$ cat config.mk
export PLATFORM = sky130hd
export DESIGN_NAME = mpx_serial_tx
export DESIGN_NICKNAME = d
export VERILOG_FILES = /design/src/rtl/mpx_tx_pkg.sv /design/src/rtl/mpx_tx_hold.sv /design/src/rtl/mpx_tx_shifter.sv /design/src/rtl/mpx_tx_flags.sv /design/src/rtl/mpx_serial_tx.sv
export SDC_FILE = /design/constraint.sdc
export NUM_CORES = 1
export LEC_CHECK = 0
export CAP_MARGIN = 20
export CORE_AREA = 3 3 54 56
export CTS_BUF_LIST = sky130_fd_sc_hd__clkbuf_2
export DETAILED_ROUTE_END_ITERATION = 8
export DIE_AREA = 0 0 57 59
export DONT_BUFFER_PORTS = 1
export GPL_ROUTABILITY_DRIVEN = 0
export PLACE_DENSITY = 0.86
export SLEW_MARGIN = 20
export SYNTH_ARGS = -nofsm -noshare
export SYNTH_HDL_FRONTEND = slang
export SYNTH_HIERARCHICAL = 1
export SYNTH_SLANG_ARGS = --single-unit
$ cat constraint.sdc
create_clock -name clk_i -period 1.5 [get_ports clk_i]
set_input_delay 0.3 -clock clk_i [delete_from_list [all_inputs] [get_ports clk_i]]
set_output_delay 0.3 -clock clk_i [all_outputs]
set_load 0.05 [all_outputs]
$ cat src/rtl/mpx_tx_pkg.sv
package mpx_tx_pkg;
  typedef enum logic [2:0] {
    ST_IDLE  = 3'd0,
    ST_START = 3'd1,
    ST_DATA  = 3'd2,
    ST_MPB   = 3'd3,
    ST_STOP  = 3'd4
  } tx_state_e;
endpackage

$ cat src/rtl/mpx_tx_hold.sv
module mpx_tx_hold #(
  parameter int DATA_W = 8
) (
  input  logic              clk_i,
  input  logic              rst_ni,
  input  logic              wr_i,
  input  logic [DATA_W-1:0] wr_data_i,
  input  logic              load_i,
  output logic [DATA_W-1:0] data_o,
  output logic              empty_o
);
  always_ff @(posedge clk_i or negedge rst_ni) begin
    if (!rst_ni) begin
      data_o  <= '0;
      empty_o <= 1'b1;
    end else begin
      if (wr_i) data_o <= wr_data_i;
      // write wins over a same-cycle hand-off
      if (wr_i)        empty_o <= 1'b0;
      else if (load_i) empty_o <= 1'b1;
    end
  end
endmodule

$ cat src/rtl/mpx_tx_shifter.sv
module mpx_tx_shifter
  import mpx_tx_pkg::*;
#(
  parameter int DATA_W = 8
) (
  input  logic              clk_i,
  input  logic              rst_ni,
  input  logic              tick_i,
  input  logic              empty_i,
  input  logic [DATA_W-1:0] data_i,
  input  logic              len7_i,
  input  logic              two_stop_i,
  input  logic              mpb_i,
  output logic              load_o,
  output logic              set_end_o,
  output logic              txd_o
);
  localparam int CNT_W = (DATA_W > 1) ? $clog2(DATA_W) : 1;
  localparam logic [CNT_W-1:0] LAST_FULL  = CNT_W'(DATA_W - 1);
  localparam logic [CNT_W-1:0] LAST_SHORT = CNT_W'(DATA_W - 2);

  tx_state_e         state_q;
  logic [DATA_W-1:0] shift_q;
  logic [CNT_W-1:0]  bit_cnt_q;
  logic              stop_cnt_q;
  logic              len7_q, two_q, mpb_q;
  logic              stop_last, data_last;

  assign stop_last = !two_q || stop_cnt_q;
  assign data_last = (bit_cnt_q == (len7_q ? LAST_SHORT : LAST_FULL));
  assign load_o    = tick_i && !empty_i &&
                     ((state_q == ST_IDLE) || ((state_q == ST_STOP) && stop_last));
  assign set_end_o = tick_i && (state_q == ST_MPB) && empty_i;

  always_ff @(posedge clk_i or negedge rst_ni) begin
    if (!rst_ni) begin
      state_q    <= ST_IDLE;
      shift_q    <= '0;
      bit_cnt_q  <= '0;
      stop_cnt_q <= 1'b0;
      len7_q     <= 1'b0;
      two_q      <= 1'b0;
      mpb_q      <= 1'b0;
    end else if (load_o) begin
      state_q    <= ST_START;
      shift_q    <= data_i;
      len7_q     <= len7_i;
      two_q      <= two_stop_i;
      mpb_q      <= mpb_i;
      bit_cnt_q  <= '0;
      stop_cnt_q <= 1'b0;
    end else if (tick_i) begin
      unique case (state_q)
        ST_START: begin
          state_q   <= ST_DATA;
          bit_cnt_q <= '0;
        end
        ST_DATA: begin
          shift_q <= shift_q >> 1;
          if (data_last) state_q <= ST_MPB;
          else           bit_cnt_q <= bit_cnt_q + 1'b1;
        end
        ST_MPB: begin
          state_q    <= ST_STOP;
          stop_cnt_q <= 1'b0;
        end
        ST_STOP: begin
          if (stop_last) state_q <= ST_IDLE;
          else           stop_cnt_q <= 1'b1;
        end
        default: state_q <= ST_IDLE;
      endcase
    end
  end

  always_comb begin
    unique case (state_q)
      ST_START: txd_o = 1'b0;
      ST_DATA:  txd_o = shift_q[0];
      ST_MPB:   txd_o = mpb_q;
      default:  txd_o = 1'b1;
    endcase
  end
endmodule

$ cat src/rtl/mpx_tx_flags.sv
module mpx_tx_flags (
  input  logic clk_i,
  input  logic rst_ni,
  input  logic wr_i,
  input  logic set_end_i,
  input  logic empty_i,
  input  logic tie_i,
  input  logic teie_i,
  output logic tend_o,
  output logic txi_o,
  output logic tei_o
);
  always_ff @(posedge clk_i or negedge rst_ni) begin
    if (!rst_ni)        tend_o <= 1'b1;
    else if (wr_i)      tend_o <= 1'b0;
    else if (set_end_i) tend_o <= 1'b1;
  end

  assign txi_o = empty_i & tie_i;
  assign tei_o = tend_o & teie_i;
endmodule

$ cat src/rtl/mpx_serial_tx.sv
module mpx_serial_tx #(
  parameter int DATA_W = 8
) (
  input  logic              clk_i,
  input  logic              rst_ni,
  input  logic              tick_i,
  input  logic              wr_i,
  input  logic [DATA_W-1:0] wr_data_i,
  input  logic              len7_i,
  input  logic              two_stop_i,
  input  logic              mpb_i,
  input  logic              tie_i,
  input  logic              teie_i,
  output logic              txd_o,
  output logic              tdre_o,
  output logic              tend_o,
  output logic              txi_o,
  output logic              tei_o
);
  logic [DATA_W-1:0] hold_data;
  logic              load, set_end;

  mpx_tx_hold #(.DATA_W(DATA_W)) i_hold (
    .clk_i, .rst_ni, .wr_i, .wr_data_i,
    .load_i  (load),
    .data_o  (hold_data),
    .empty_o (tdre_o)
  );

  mpx_tx_shifter #(.DATA_W(DATA_W)) i_shifter (
    .clk_i, .rst_ni, .tick_i,
    .empty_i    (tdre_o),
    .data_i     (hold_data),
    .len7_i, .two_stop_i, .mpb_i,
    .load_o     (load),
    .set_end_o  (set_end),
    .txd_o
  );

  mpx_tx_flags i_flags (
    .clk_i, .rst_ni, .wr_i,
    .set_end_i (set_end),
    .empty_i   (tdre_o),
    .tie_i, .teie_i,
    .tend_o, .txi_o, .tei_o
  );
endmodule

==> results_dict.tcl <==
set metrics [dict create \
    status "finished, violations left" \
    violations "setup timing" \
    num_rows 18 \
    critPathMaxFanout 4 \
    wirelength_um 3615 \
    synthAdderAreaFrac 0.008818 \
    fin_nets 165 \
    tightest_slew_ns 0.3430 \
    power_density_mw_per_mm2 1955 \
    cp_top_family "flip-flops" \
    yosysWarnings 6 \
    cts_sinks 28 \
    die_y_um 59 \
    portBuffers 0 \
    core_mm2 0.002477 \
    dp_hpwl_um 2112 \
    endpoint_kind "primary output" \
    final_common_cell "dfrtp_1" \
    setup_slack_ns -0.3299 \
    synth_top_family_by_area "multiplexers" \
    firstDrtPassIters 4 \
    drv_slew 0 \
    clk_latency_ns 0.36 \
    viasPerCell 6.233 \
    syn_nets 135 \
    ys_seq_area_frac 0.4956 \
    synth-async-reset-ratio 1.000 \
    final.setup.tns_ns -3.312 \
    syn_to_final_growth_pct 33.24 \
    synth_seq_cells 28 \
    fmax_mhz 546.5 \
    dp_cells 158 \
    synth-compound-area-share 0.1155 \
    postRouteAntennaNets 0 \
    worst_hold_path_type "input port to flop" \
    insertedDiodeCount 0 \
    syn_inst 117 \
    grt_pass1_vias 1125 \
    drive_gt1_frac 0.4726 \
    vdd_drop_max_mv 1.252 \
    clockBufferDepth 2 \
    antenna_found_initial 0 \
    wl_per_cell_um 20.54 \
    finalClockSkew_ns 0.004565 \
    synthDistinctLibCells 37 \
    yosys.area.top_type "dfrtp_1" \
    clk_pin_slew_ns 0.28 \
    synth-simple-area-share 0.1296 \
    timing.critical_path.slowest_cell_delay_ns 0.73 \
    synthXorXnorAreaFrac 0.01235 \
    start_kind "flop" \
    htree_num_levels 1 \
    hold_viol 0 \
    synthFlopType "dfrtp_1" \
    grt_pass1_wl_um 5444 \
    syn_area_mm2 0.001419 \
    cp.required_ns 1.20 \
    crit_chain "buf_12, and2_4, buf_12" \
    grt_remaining_overflow 0 \
    instances_no_fill 176 \
    period_share 1.220 \
    netlist.area_leader.share 0.4586 \
    final_cell_mix "dfrtp_1 (25), mux2_4 (15), nand2_1 (11), buf_4 (11)" \
    grt_max_degree 29 \
    clockRootBuffer "clkbuf_2" \
    die_w_um 57 \
    maxCapViolations 0 \
    die_area_mm2 0.003363 \
    drc 0 \
    vias 1097 \
    relSlewSlack 0.7698 \
    tritoncts "yes" \
    grt.total_usage 0.2166 \
    syn_avg_cell_area_um2 12.13 \
    rsz0062_at_grt "yes" \
    arrival_ns 1.53 \
    cts_made_buffers 3 \
    synthMuxAreaShare 0.1958 \
    ys_top_cells_by_area "dfrtp_1 (46%), mux2_2 (11%), mux2_4 (8.5%), dfstp_2 (3.7%), nand2_1 (3.2%)" \
    critPathSlowestCell "dfstp_4" \
    final-setup-viol-count 16 \
    ios 22 \
    start_util 0.5727 \
    worst-setup-path-type "flop to primary output" \
    finalCriticalPeriod_ns 1.830 \
    p_leak_nw 0.8924 \
    worst-path-buf-inv 2 \
    crit_top_cell "buf_12" \
    first_iter_violations 72 \
    synth-edff-count 0 \
]
metrics by stage:
| stage | util | instance area [µm²] | hold WS, ns | setup WS [ns] | power, W |
|---|---|---|---|---|---|
| 6_report | 0.7631 | 1891 | 0.04927 | -0.3299 | 0.003696 |
| 3_3_place_gp | 0.6343 | 1572 | 0.005129 | -0.2056 | 0.002534 |
| 5_1_grt | 0.7631 | 1891 | 0.01164 | -0.4114 | 0.003869 |
| 4_1_cts | 0.7414 | 1837 | 0.02954 | -0.3274 | 0.003500 |
| 3_5_place_dp | 0.6343 | 1572 | 0.005171 | -0.3007 | 0.002634 |
| 2_1_floorplan | - | 1431 | 0.004409 | -0.2200 | 0.002231 |
worst paths after layout:
check | end | startpoint | cells after the start | slack [ns]
max | txi_o | i_hold/empty_o | 3 | -0.33
min | i_hold/data_o[2] | wr_data_i[2] | 1 | 0.05
max reg2reg | i_shifter/shift_q[5] | i_hold/empty_o | 7 | -0.28
min reg2reg | i_shifter/mpb_q | i_shifter/mpb_q | 2 | 0.52
max in group asynchronous | i_hold/empty_o | rst_ni | 2 | 0.95
min in group asynchronous | i_shifter/two_q | rst_ni | 2 | 0.32
synthesized netlist by cell type (2+ instances only):
cell type  count
and2_1         3
nor2_1         3
and3_1         2
nand2_1       12
buf_2          2
dfstp_2        2
a31oi_1        3
mux2_4         8
inv_1          4
dfrtp_1       26
o21ai_0        8
mux2_2        14
a21oi_1        2
a22o_1         3
buf_6          2
nand2b_1       2
report_power, final:
group | switching, W | internal [W] | leakage (nW)
logic | 0.000935 | 0.00105 | 0.527
clock network | 0.000234 | 0.000229 | 0.0266
registers | 0.000225 | 0.00103 | 0.339
metal layers:
| layer | GRT usage | wire length, µm |
|---|---|---|
| met5 | 0 | 0 |
| met4 | 0.07616 | 65 |
| met3 | 0.03268 | 170 |
| met2 | 0.4046 | 1999 |
| met1 | 0.2521 | 1379 |
kinds of logic (layout without fill, tap and decap cells):
family                     after synthesis  count (layout)
AOI/OAI and AO/OA                       23              23
xor gates and xnor gates                 2               2
adders and majority gates                1               1
buffers and inverters                   10              38
DFF                                     28              28
muxes                                   22              22
and+or+nand+nor                         31              32
state kept, by name, summed over array words and instances, names as in the netlist, 3 cells and up:
signal               cells
i_hold/data_o            8
i_shifter/shift_q        8
i_shifter/bit_cnt_q      3
i_shifter/state_q        3
timing repair:
item,CTS,global route
hold buffers,6,1
pin swaps,6,5
endpoints found under the setup margin,20,22
resized for setup,26,10
gates cloned,1,0
endpoints found under the hold margin,32,1
buffers inserted,6,2
area by class of cell:
cell class              instances  area [µm²]
clock buffers                   3       15.01
clock inverters                 1       30.03
fillers                       142       586.8
inverters                       5       23.77
multi-input cells              80       754.5
flip-flops and latches         28       708.2
well taps                      30       37.54
repair buffers                 29       321.6
Power figures use the tool's default switching activity.
